[config.mk]
export PLATFORM = sky130hd
export DESIGN_NAME = dual_fmt_audio_rx
export DESIGN_NICKNAME = d
export VERILOG_FILES = /design/src/rtl/sra_pkg.sv /design/src/rtl/sra_ws_tracker.sv /design/src/rtl/sra_rj_capture.sv /design/src/rtl/sra_i2s_capture.sv /design/src/rtl/sra_frame_meter.sv /design/src/rtl/dual_fmt_audio_rx.sv
export SDC_FILE = /design/constraint.sdc
export NUM_CORES = 1
export LEC_CHECK = 0
export ABC_AREA = 1
export BUFFER_PORTS_ARGS = -buffer_cell sky130_fd_sc_hd__buf_2
export CAP_MARGIN = 30
export CELL_PAD_IN_SITES_DETAIL_PLACEMENT = 0
export CELL_PAD_IN_SITES_GLOBAL_PLACEMENT = 1
export CORE_UTILIZATION = 25
export CTS_BUF_LIST = sky130_fd_sc_hd__clkbuf_4
export DETAILED_ROUTE_END_ITERATION = 12
export HOLD_SLACK_MARGIN = 0.03
export PLACE_DENSITY = 0.59
export REMOVE_ABC_BUFFERS = 1
export SLEW_MARGIN = 20
export SYNTH_ARGS = -nofsm -noshare
export SYNTH_HDL_FRONTEND = slang
export SYNTH_SLANG_ARGS = --single-unit
[constraint.sdc]
create_clock -name clk -period 1.7 [get_ports clk]
set_input_delay 0.34 -clock clk [delete_from_list [all_inputs] [get_ports clk]]
set_output_delay 0.34 -clock clk [all_outputs]
set_load 0.02 [all_outputs]
[src/rtl/sra_pkg.sv]
package sra_pkg;

  typedef enum logic {
    FMT_RJ  = 1'b0,
    FMT_I2S = 1'b1
  } fmt_e;

  // word-clock events seen on one bit-clock rising edge
  typedef struct packed {
    logic trans;       // level differs from previous sample
    logic frame_edge;  // level opening a new frame
    logic mid_edge;    // level opening the second half
  } ws_evt_t;

endpackage

[src/rtl/sra_ws_tracker.sv]
module sra_ws_tracker
  import sra_pkg::*;
(
  input  logic    clk,
  input  logic    rst,
  input  logic    ws,
  input  fmt_e    fmt,
  output ws_evt_t evt,
  output logic    armed
);

  logic ws_prev;
  logic ws_seen;
  logic open_lvl;

  // the frame opens with word clock high for right-justified, low for I2S
  assign open_lvl = (fmt == FMT_RJ);

  always_comb begin
    evt.trans      = ws_seen && (ws != ws_prev);
    evt.frame_edge = evt.trans && (ws == open_lvl);
    evt.mid_edge   = evt.trans && (ws != open_lvl);
  end

  always_ff @(posedge clk) begin
    if (rst) begin
      ws_prev <= 1'b0;
      ws_seen <= 1'b0;
      armed   <= 1'b0;
    end else begin
      ws_prev <= ws;
      ws_seen <= 1'b1;
      if (evt.frame_edge) armed <= 1'b1;
    end
  end

endmodule

[src/rtl/sra_rj_capture.sv]
module sra_rj_capture #(
  parameter int SAMPLE_W = 18
) (
  input  logic                clk,
  input  logic                rst,
  input  logic                sd,
  output logic [SAMPLE_W-1:0] tail
);

  logic [SAMPLE_W-1:0] sh;

  // continuous shift: only the most recent SAMPLE_W bits survive
  always_ff @(posedge clk) begin
    if (rst) sh <= '0;
    else     sh <= {sh[SAMPLE_W-2:0], sd};
  end

  assign tail = sh;

endmodule

[src/rtl/sra_i2s_capture.sv]
module sra_i2s_capture #(
  parameter int SAMPLE_W = 18,
  localparam int POS_W   = $clog2(SAMPLE_W + 1)
) (
  input  logic                clk,
  input  logic                rst,
  input  logic                sd,
  input  logic                trans,
  output logic [SAMPLE_W-1:0] word
);

  logic [SAMPLE_W-1:0] cap;
  logic [POS_W-1:0]    pos;

  // current bit merged into the word at its MSB-first position
  always_comb begin
    word = cap;
    for (int i = 0; i < SAMPLE_W; i++) begin
      if (pos == POS_W'(SAMPLE_W - 1 - i)) word[i] = sd;
    end
  end

  always_ff @(posedge clk) begin
    if (rst) begin
      cap <= '0;
      pos <= '0;
    end else if (trans) begin
      cap <= '0;
      pos <= '0;
    end else begin
      cap <= word;
      if (pos != POS_W'(SAMPLE_W)) pos <= pos + 1'b1;
    end
  end


  short_pad_chk: assert property (@(posedge clk) disable iff (rst)
    (pos <= POS_W'(SAMPLE_W - 2)) |-> (cap[1:0] == 2'b00));

endmodule

[src/rtl/sra_frame_meter.sv]
module sra_frame_meter #(
  parameter int CNT_W      = 8,
  parameter int PACK_BCLKS = 32
) (
  input  logic clk,
  input  logic rst,
  input  logic frame_edge,
  output logic packed_now
);

  logic [CNT_W-1:0] cnt;

  always_ff @(posedge clk) begin
    if (rst)                  cnt <= '0;
    else if (frame_edge)      cnt <= CNT_W'(1);
    else if (cnt != '1)       cnt <= cnt + 1'b1;
  end

  // at a frame edge cnt holds the bit clocks of the frame just closed
  assign packed_now = (cnt == CNT_W'(PACK_BCLKS));

endmodule

[src/rtl/dual_fmt_audio_rx.sv]
module dual_fmt_audio_rx #(
  parameter int SAMPLE_W   = 18,
  parameter int PACK_W     = 16,
  parameter int PACK_BCLKS = 32,
  parameter int CNT_W      = 8
) (
  input  logic                clk,
  input  logic                rst,
  input  logic                ws_i,
  input  logic                sd_i,
  input  logic                fmt_i2s_i,
  output logic [SAMPLE_W-1:0] left_o,
  output logic [SAMPLE_W-1:0] right_o,
  output logic                pair_valid_o,
  output logic                packed_o
);
  import sra_pkg::*;

  localparam int PAD_W = SAMPLE_W - PACK_W;

  fmt_e                fmt;
  ws_evt_t             evt;
  logic                armed;
  logic                packed_now;
  logic [SAMPLE_W-1:0] rj_tail;
  logic [SAMPLE_W-1:0] i2s_word;
  logic [SAMPLE_W-1:0] cur_word;
  logic [SAMPLE_W-1:0] left_hold;
  logic [SAMPLE_W-1:0] left_pk;
  logic [SAMPLE_W-1:0] right_pk;
  logic                use_pack;

  assign fmt = fmt_e'(fmt_i2s_i);

  sra_ws_tracker u_ws (
    .clk   (clk),
    .rst   (rst),
    .ws    (ws_i),
    .fmt   (fmt),
    .evt   (evt),
    .armed (armed)
  );

  sra_rj_capture #(.SAMPLE_W(SAMPLE_W)) u_rj (
    .clk  (clk),
    .rst  (rst),
    .sd   (sd_i),
    .tail (rj_tail)
  );

  sra_i2s_capture #(.SAMPLE_W(SAMPLE_W)) u_i2s (
    .clk   (clk),
    .rst   (rst),
    .sd    (sd_i),
    .trans (evt.trans),
    .word  (i2s_word)
  );

  sra_frame_meter #(.CNT_W(CNT_W), .PACK_BCLKS(PACK_BCLKS)) u_meter (
    .clk        (clk),
    .rst        (rst),
    .frame_edge (evt.frame_edge),
    .packed_now (packed_now)
  );

  assign cur_word = (fmt == FMT_I2S) ? i2s_word : rj_tail;
  assign use_pack = (fmt == FMT_RJ) && packed_now;

  // packed words occupy the top of the sample; pad width picks the variant
  generate
    if (PAD_W > 0) begin : g_pad
      assign left_pk  = {left_hold[PACK_W-1:0], {PAD_W{1'b0}}};
      assign right_pk = {cur_word[PACK_W-1:0],  {PAD_W{1'b0}}};
    end else begin : g_nopad
      assign left_pk  = left_hold;
      assign right_pk = cur_word;
    end
  endgenerate

  always_ff @(posedge clk) begin
    if (rst) begin
      left_hold <= '0;
    end else if (evt.mid_edge) begin
      left_hold <= cur_word;
    end
  end

  always_ff @(posedge clk) begin
    if (rst) begin
      left_o       <= '0;
      right_o      <= '0;
      pair_valid_o <= 1'b0;
      packed_o     <= 1'b0;
    end else begin
      pair_valid_o <= 1'b0;
      if (evt.frame_edge && armed) begin
        pair_valid_o <= 1'b1;
        packed_o     <= packed_now;
        left_o       <= use_pack ? left_pk  : left_hold;
        right_o      <= use_pack ? right_pk : cur_word;
      end
    end
  end


  valid_single_chk: assert property (@(posedge clk) disable iff (rst)
    pair_valid_o |=> !pair_valid_o);


  hold_stable_chk: assert property (@(posedge clk) disable iff (rst)
    !pair_valid_o |-> ($stable(left_o) && $stable(right_o) && $stable(packed_o)));


  packed_lsb_chk: assert property (@(posedge clk) disable iff (rst)
    (pair_valid_o && packed_o && !fmt_i2s_i && $stable(fmt_i2s_i))
      |-> (left_o[1:0] == 2'b00 && right_o[1:0] == 2'b00));


  armed_first_chk: assert property (@(posedge clk) disable iff (rst)
    $rose(pair_valid_o) |-> $past(armed));

endmodule

==> impl_metrics.csv, run 1 <==
group,metric,value,unit
sta,skew,0.0363,ns
place,dpl.hpwl,9010,um
hold_path,hold_depth,3,
floorplan,rows,50,
clock_network,clk_pin_slew_worst_paths,0.17,ns
routing,initialDrtViolationCount,129,
place,gp_congestion,0.758,
routing,first_pass_iters,4,
worst_setup_path,crit_arrival,2.01,ns
routing,routedWlPerCell,12.3,um
worst_setup_path,crit_slowest_cell,"dfxtp_4",
cells_and_area,area_growth,21.0,%
yosys,ys_ff_latch,108,
worst_setup_path,required,2.09,ns
hold_path,hold_start,"ws_i",
pwr,total_leakage_power,0.00270,uW
hold_path,hold_end,"u_ws.ws_prev",
clock_network,post_cts_buffers,0,
worst_setup_path,path_class,"reg -> reg",
yosys,syn-cell-area,4810,sq um
floorplan,design.core.area,18800,sq um
place,port_buffers,42,
cells_and_area,drive_above_1_share,19.6,%
clock_network,clock_sinks,108,
sta,worst_slack,0.0846,ns
floorplan,die_h,141,um
worst_setup_path,worstRegToRegCells,12,
routing,vias,4247,
clock_network,clock_latency,0.50,ns
sta,timing.final.crit_share,95.0,%
floorplan,die_w,141,um
floorplan,initial_core_util,25.6,%
routing,wl,12500,um
routing,drc,0,
sta,hold_viol_final,0,
grt,grt_pass1_wl,20900,um
flow_run,maxCapViolCount,0,
grt,grt-ovfl-total,0,
clock_network,ctsHoldBuffers,0,
worst_setup_path,r2r-end,"right_o[2]",
floorplan,fp.dieArea,19800,sq um
grt,grt_max_degree,42,
worst_setup_path,path_cells,"ha_1, inv_1, nor2_1, ha_1, nand2_1, o21ai_1, o21ai_1, buf_4, nand2_1, nand3_1, nand2_1, inv_1",
clock_network,cts_buffer_depth,2,
pwr,peakVddDrop,0.000358,V
yosys,syn_inst,707,
worst_setup_path,cp_max_fo,4,
grt,grtUsageTotal,13.6,%
place,place_inst,999,
worst_setup_path,crit_top_cell,"nand2_1",
sta,drv_slew,0,
sta,max_slew.worst_pin.slew,0.316,ns
worst_setup_path,cp-start-kind,"flop",
yosys,seq_area_frac_synth,45.0,%
cells_and_area,diodes,0,
hold_path,holdCritPathClass,"in -> reg",
clock_network,htreeDepth,3,
sta,min_period,1.62,ns
cells_and_area,layout_commonest_cell,"nand2_1",
worst_setup_path,reg2reg_from,"u_i2s.pos[0]",
grt,antenna_found_initial,0,
yosys,synth_warnings,0,
cells_and_area,n_fill_cell,2118,
grt,first_global_vias,4086,
worst_setup_path,end_kind,"flop",
cells_and_area,final_cell_mix,"nand2_1 (222), dfxtp_1 (106), inv_1 (99), nor2_1 (49), nand3_1 (45)",
yosys,syn_area_per_cell,6.80,sq um
floorplan,io_pins,43,
clock_network,tritoncts,"built",
worst_setup_path,rrSetupSlack,0.08,ns
sta,hold_ws,0.124,ns
place,pre_cts_ws,0.0245,ns
clock_network,cts-buffers-inserted,9,
cells_and_area,fin_nets,789,
cells_and_area,fin_cells,1015,
sta,timing.fmax,619,MHz
sta,max-slew-margin-rel,78.9,%
pwr,power.density,753,nW/um^2
sta,rsz0062_at_grt,"yes",
routing,viasPerCell,4.18,
routing,detail-route-antenna-nets,0,
worst_setup_path,slowest_delay,0.40,ns
clock_network,cts-root-buf,"clkbuf_4",
sta,finalSetupViolations,0,
run_status,status,"completed",
yosys,synth.distinct_cells,31,
==> worst max-delay path, delay by kind of cell, from the launching register on <==
family	cells	cell delay, ns
DFF	1	0.40
adders and majority gates	2	0.35
and+or+nand+nor	5	0.35
buffers and inverters	3	0.22
AOI/OAI and AO/OA	2	0.18
==> final cells by class <==
class | count | area [sq um] | share of cell area, %
clock buffer | 9 | 67.6 | 1.16
clock inverter | 7 | 66.3 | 1.14
inverter | 109 | 409 | 7.03
multi-input combinational | 459 | 2180 | 37.4
sequential | 108 | 2170 | 37.3
tap | 234 | 293 | 5.03
timing repair buffer | 89 | 638 | 11.0
==> cell families (layout without fill, tap and decap cells) <==
family / Yosys count / in the layout / share of synthesized area [%]
AO/OA/AOI/OAI: 89 / 89 / 9.47
buffers and inverters: 140 / 214 / 11.7
XOR/XNOR: 3 / 3 / 0.547
AND/OR/NAND/NOR: 359 / 359 / 31.2
adder cells (fa/ha/maj): 8 / 8 / 2.08
flip-flops: 108 / 108 / 45.0
==> state kept, by name, summed over array words and instances, names as in the netlist, 5 cells and up <==
signal and cells:
right_o 18, left_o 18, u_i2s.cap 18, u_rj.tail 18, u_i2s.pos 5, u_meter.cnt 8, left_hold 18
==> layer usage <==
layer	global-route usage, %	share of wire [%]
met5	0	0
met4	2.75	0.79
met3	3.87	3.7
met2	22.3	46
met1	17.6	50
==> synth_stat cells <==
library cell	count	share of area, %
clkbuf_1	15	1.2
nand3_4	1	0.36
dfxtp_1	108	45
nand3_2	1	0.21
xor2_1	2	0.36
nor2_1	51	4.0
nand2_1	235	18
inv_2	6	0.47
buf_2	6	0.62
nor2_4	1	0.23
a21oi_1	44	4.6
nand4_1	6	0.78
buf_1	3	0.23
nor2_8	1	0.42
or2_2	2	0.26
nor3b_1	1	0.16
a31oi_1	3	0.39
clkinv_1	2	0.16
and3_1	1	0.13
xnor2_1	1	0.18
nand3_1	51	5.3
buf_6	1	0.23
nor2_2	7	0.91
o211ai_1	1	0.16
o21ai_0	22	2.3
buf_4	6	0.94
nor3_1	1	0.10
o21ai_1	18	1.9
ha_1	8	2.1
o31a_1	1	0.18
inv_1	101	7.9
==> worst max path at each step <==
stage / from / to / slack, ns / cells past startpoint
final: u_i2s.pos[0] / right_o[2] / 0.08 / 12
after global routing: u_i2s.pos[0] / right_o[2] / -0.06 / 12
after floorplan: fmt_i2s_i / right_o[12] / -0.19 / 9
after detailed placement: u_i2s.pos[0] / right_o[13] / 0.02 / 13
after global placement: u_i2s.pos[0] / right_o[15] / 0.04 / 13
after CTS: u_i2s.pos[1] / right_o[2] / 0.02 / 12
==> power breakdown <==
group / switching, uW / total [uW] / internal [uW]
clock network: 978 / 1320 / 341
registers: 29.0 / 2620 / 2590
logic: 275 / 443 / 168
total: 1280 / 4380 / 3100
==> per-stage QoR <==
step | area (sq um) | util (%) | TNS (ns) | total power [uW]
global route | 5820 | 31.0 | -0.0813 | 4660
global placement | 5580 | 29.8 | 0 | 3100
finish | 5820 | 31.0 | 0 | 4380
CTS | 5720 | 30.5 | 0 | 4460
detailed placement | 5580 | 29.8 | 0 | 3100
floorplan | 4650 | - | -6.17 | 2890
==> what timing repair did <==
action,in CTS,in global routing
setup endpoints to repair,2,25
pin swaps,0,2
resized for setup,1,37
(Power assumes the default switching activity.)
==> run 2: changes to the inputs <==
- REMOVE_ABC_BUFFERS: 1 -> unset
==> impl_metrics.csv, run 2 (same netlist as run 1, synthesis figures left out) <==
group,metric,value,unit
run_status,status,"completed",
hold_path,hold_start,"ws_i",
routing,routedWlPerCell,12.6,um
routing,detail-route-antenna-nets,0,
sta,max-slew-margin-rel,79.2,%
clock_network,tritoncts,"built",
floorplan,initial_core_util,25.6,%
grt,first_global_vias,4028,
sta,drv_slew,0,
sta,hold_viol_final,0,
floorplan,rows,50,
routing,initialDrtViolationCount,197,
worst_setup_path,cp_num_buf_inv,5,
routing,vias,4266,
clock_network,htreeDepth,3,
worst_setup_path,crit_slowest_cell,"dfxtp_4",
floorplan,design.core.area,18800,sq um
clock_network,clk_pin_slew_worst_paths,0.17,ns
place,port_buffers,42,
clock_network,cts_buffer_depth,2,
worst_setup_path,worstRegToRegCells,11,
cells_and_area,n_fill_cell,2118,
hold_path,hold_end,"u_ws.ws_prev",
routing,met1_length,6800,um
routing,top_layer_used,"met4",
grt,grtUsageTotal,13.8,%
worst_setup_path,path_class,"reg -> reg",
hold_path,hold_depth,3,
worst_setup_path,end_kind,"flop",
clock_network,cts-root-buf,"clkbuf_4",
cells_and_area,fin_nets,791,
clock_network,clock_sinks,108,
routing,routed-wl-met3,348,um
worst_setup_path,rrSetupSlack,0.13,ns
grt,grt-ovfl-total,0,
sta,timing.final.crit_share,92.3,%
routing,drc,0,
hold_path,holdCritPathClass,"in -> reg",
worst_setup_path,slowest_delay,0.40,ns
floorplan,die_w,141,um
cells_and_area,final_cell_mix,"nand2_1 (220), dfxtp_1 (105), inv_1 (99), nor2_1 (48), nand3_1 (45)",
floorplan,die_h,141,um
clock_network,ctsHoldBuffers,0,
grt,grt_max_degree,60,
routing,viasPerCell,4.19,
sta,min_period,1.57,ns
sta,finalSetupViolations,0,
floorplan,fp.dieArea,19800,sq um
pwr,peakVddDrop,0.000411,V
flow_run,maxCapViolCount,0,
place,dpl.hpwl,9070,um
floorplan,io_pins,43,
routing,first_pass_iters,4,
cells_and_area,area_growth,24.8,%
sta,max_slew.worst_pin.slew,0.311,ns
worst_setup_path,crit_arrival,1.98,ns
worst_setup_path,cp-start-kind,"flop",
cells_and_area,drive_above_1_share,20.6,%
sta,fin_setup_tns,0,ns
yosys,syn-num-nets,720,
pwr,total_leakage_power,0.00276,uW
pwr,power.density,791,nW/um^2
grt,grt_pass1_wl,21100,um
grt,antenna_found_initial,1,
sta,skew,0.0214,ns
place,place_inst,999,
routing,wl_met2,5530,um
worst_setup_path,reg2reg_from,"u_i2s.pos[1]",
worst_setup_path,crit_top_cell,"buf_4",
worst_setup_path,path_cells,"buf_4, ha_2, inv_1, nor2_4, buf_4, nand3_1, nand3_2, nand2_2, buf_4, o21ai_1, inv_1",
routing,wl,12800,um
clock_network,clock_latency,0.49,ns
worst_setup_path,required,2.11,ns
clock_network,cts-buffers-inserted,9,
cells_and_area,layout_commonest_cell,"nand2_1",
worst_setup_path,r2r-end,"left_hold[15]",
place,gp_congestion,0.764,
cells_and_area,fin_cells,1018,
worst_setup_path,crit_family,"buffers and inverters",
worst_setup_path,cp_max_fo,5,
sta,timing.fmax,637,MHz
==> run 2: per-stage QoR <==
step | hold slack, ns | instance area (sq um) | total power (uW) | utilization (%) | setup WS (ns)
floorplan | 0.403 | 4810 | 2930 | - | 0.149
global placement | 0.409 | 5620 | 3110 | 30.0 | -0.0774
detailed placement | 0.411 | 5620 | 3110 | 30.0 | -0.0458
CTS | 0.0733 | 5820 | 4810 | 31.0 | 0.0281
global route | 0.0725 | 6000 | 5010 | 32.0 | -0.00790
finish | 0.116 | 6000 | 4740 | 32.0 | 0.131
==> run 2: power by group <==
part	internal (uW)	switching, uW
Sequential	2590	31.0
Combinational	184	283
Clock	764	893
==> run 2: metal layers <==
layer  GRT usage (%)  vias to the layer above
li1                -                     2310
met1            19.0                     1896
met2            21.8                       53
met3            3.13                        7
met4            3.26                        0
met5               0                        -
==> run 2: timing repair <==
| item | CTS | global route |
|---|---|---|
| endpoints found under the setup margin | 8 | 39 |
| gates resized for setup | 5 | 50 |
| gates cloned | 0 | 1 |
| setup buffers | 0 | 1 |
| endpoints found under the hold margin | 0 | 0 |
| pin swaps | 0 | 9 |
==> run 2: worst min-delay path: stages <==
cell and delay, ns:
buf_2 0.12, inv_1 0.07, nor2_1 0.04
==> run 2: worst max-delay path by stage <==
stage,from,endpoint,depth (start not counted)
after CTS,u_i2s.pos[0],right_o[13],12
final,u_i2s.pos[1],left_hold[15],11
after floorplan,u_i2s.pos[0],right_o[15],11
after detailed placement,u_i2s.pos[0],right_o[13],12
after global routing,u_meter.cnt[1],right_o[14],11
after global placement,u_i2s.pos[0],right_o[13],12
==> run 2: area by class of cell <==
type | count | area, sq um | share of cell area (%)
clock buffers | 10 | 75.1 | 1.25
flip-flops and latches | 108 | 2170 | 36.2
inverters | 109 | 412 | 6.86
diodes | 1 | 2.50 | 0.0417
multi-input cells | 460 | 2240 | 37.4
repair buffers | 90 | 691 | 11.5
clock inverters | 6 | 113 | 1.88
well taps | 234 | 293 | 4.88
==> run 3: changes to the inputs <==
- ABC_CLOCK_PERIOD_IN_PS: unset -> 1700
- GPL_TIMING_DRIVEN: unset -> 0
==> impl_metrics.csv, run 3 (same netlist as run 1, synthesis figures left out) <==
group,metric,value,unit
run_status,status,"completed",
grt,antenna_found_initial,1,
floorplan,initial_core_util,25.6,%
floorplan,die_h,141,um
worst_setup_path,crit_slowest_cell,"dfxtp_4",
pwr,peakVddDrop,0.000258,V
sta,skew,0.0275,ns
sta,timing.fmax,616,MHz
routing,viasPerCell,4.29,
worst_setup_path,cp-start-kind,"flop",
floorplan,design.core.area,18800,sq um
place,dpl.hpwl,10100,um
cells_and_area,final_cell_mix,"nand2_1 (210), dfxtp_1 (101), inv_1 (97), nor2_1 (45), buf_2 (45)",
cells_and_area,fin_nets,785,
sta,drv_slew,0,
hold_path,hold_start,"ws_i",
grt,grt-ovfl-total,0,
yosys,syn-num-nets,720,
grt,gr-usage-met2,24.1,%
grt,met1_usage,19.9,%
worst_setup_path,path_class,"reg -> reg",
worst_setup_path,crit_family,"compound AO/OA/AOI/OAI gates",
worst_setup_path,slowest_delay,0.40,ns
floorplan,rows,50,
floorplan,fp.dieArea,19800,sq um
grt,first_global_vias,4145,
worst_setup_path,path_cells,"buf_4, ha_4, inv_1, nor2_2, ha_2, nand2_2, o21ai_2, o21ai_2, o21ai_1, a21oi_1",
routing,detail-route-antenna-nets,0,
grt,grt_max_degree,18,
worst_setup_path,cp_max_fo,5,
flow_run,maxCapViolCount,0,
pwr,total_leakage_power,0.00264,uW
hold_path,holdCritPathClass,"in -> reg",
cells_and_area,multi_input_area,2400,sq um
worst_setup_path,crit_arrival,2.05,ns
worst_setup_path,reg2reg_from,"u_i2s.pos[1]",
grt,top_usage_layer,"met2",
worst_setup_path,end_kind,"flop",
clock_network,ctsHoldBuffers,0,
cells_and_area,drive_above_1_share,22.4,%
sta,worst_slack,0.0778,ns
sta,hold_viol_final,0,
routing,first_pass_iters,4,
routing,initialDrtViolationCount,176,
place,port_buffers,41,
sta,fin_setup_tns,0,ns
worst_setup_path,critPathLaunch,"u_i2s.pos[1]",
routing,vias,4338,
worst_setup_path,crit_top_cell,"o21ai_2",
clock_network,htreeDepth,3,
pwr,power,4450,uW
sta,finalSetupViolations,0,
grt,grt_pass1_wl,22300,um
worst_setup_path,cp_num_buf_inv,2,
sta,timing.final.crit_share,95.4,%
clock_network,cts-buffers-inserted,9,
clock_network,cts_buffer_depth,2,
pwr,power.density,749,nW/um^2
worst_setup_path,required,2.13,ns
routing,wl,13700,um
sta,rsz0062_at_grt,"yes",
clock_network,clock_latency,0.51,ns
floorplan,die_w,141,um
sta,min_period,1.62,ns
cells_and_area,layout_commonest_cell,"nand2_1",
sta,max_slew.worst_pin.slew,0.677,ns
cells_and_area,regArea,2180,sq um
clock_network,cts-root-buf,"clkbuf_4",
clock_network,tritoncts,"built",
place,gp_congestion,0.736,
clock_network,clock_sinks,108,
routing,drc,0,
place,pre_cts_ws,-0.431,ns
grt,use_met3,1.94,%
cells_and_area,n_fill_cell,2180,
routing,routedWlPerCell,13.6,um
sta,max-slew-margin-rel,54.9,%
cells_and_area,area_growth,23.4,%
floorplan,io_pins,43,
clock_network,clk_pin_slew_worst_paths,0.16,ns
grt,grtUsageTotal,14.8,%
-- run 3: metal layers --
metal	up-vias	share of wire (%)
li1	2306	-
met1	1982	50
met2	37	46
met3	13	2.1
met4	0	1.5
met5	-	0
-- run 3: final timing paths --
path         cells past startpoint       endpoint  slack, ns
max                             10   left_hold[2]       0.08
min                              3   u_ws.ws_prev       0.11
max reg2reg                     10   left_hold[2]       0.08
min reg2reg                      2  u_rj.tail[16]       0.40
-- run 3: what timing repair did --
| action | in CTS | in global routing |
|---|---|---|
| resized for setup | 31 | 77 |
| endpoints found under the setup margin | 50 | 52 |
| cloned | 0 | 1 |
| pin swaps | 3 | 26 |
| setup buffers | 3 | 9 |
-- run 3: worst register-to-register path, stage by stage, from the launching register on --
cell     delay, ns
dfxtp_4       0.40
buf_4         0.15
ha_4          0.16
inv_1         0.06
nor2_2        0.04
ha_2          0.19
nand2_2       0.07
o21ai_2       0.09
o21ai_2       0.19
o21ai_1       0.09
a21oi_1       0.14
-- run 3: where the power goes --
part | total [uW] | switching, uW | internal [uW]
combinational | 443 | 296 | 148
clock | 1380 | 915 | 462
sequential | 2630 | 37.2 | 2590
total | 4450 | 1250 | 3200
-- run 3: through the flow --
stage          hold slack, ns  area (sq um)  cells  util [%]
2_1_floorplan           0.403          4810    707         -
3_3_place_gp            0.412          5310    982      28.3
3_5_place_dp            0.416          5310    982      28.3
4_1_cts                0.0798          5560   1001      29.6
5_1_grt                 0.122          5930   1012      31.6
6_report                0.108          5930   1012      31.6
-- run 3: cell type report --
class / count / share of cell area (%)
diodes: 1 / 0.0422
plain buffers: 31 / 2.85
clock buffers: 10 / 1.27
clock inverters: 6 / 1.10
inverters: 109 / 6.98
multi-input cells: 459 / 40.4
flip-flops and latches: 108 / 36.7
well taps: 234 / 4.93
repair buffers: 54 / 5.71
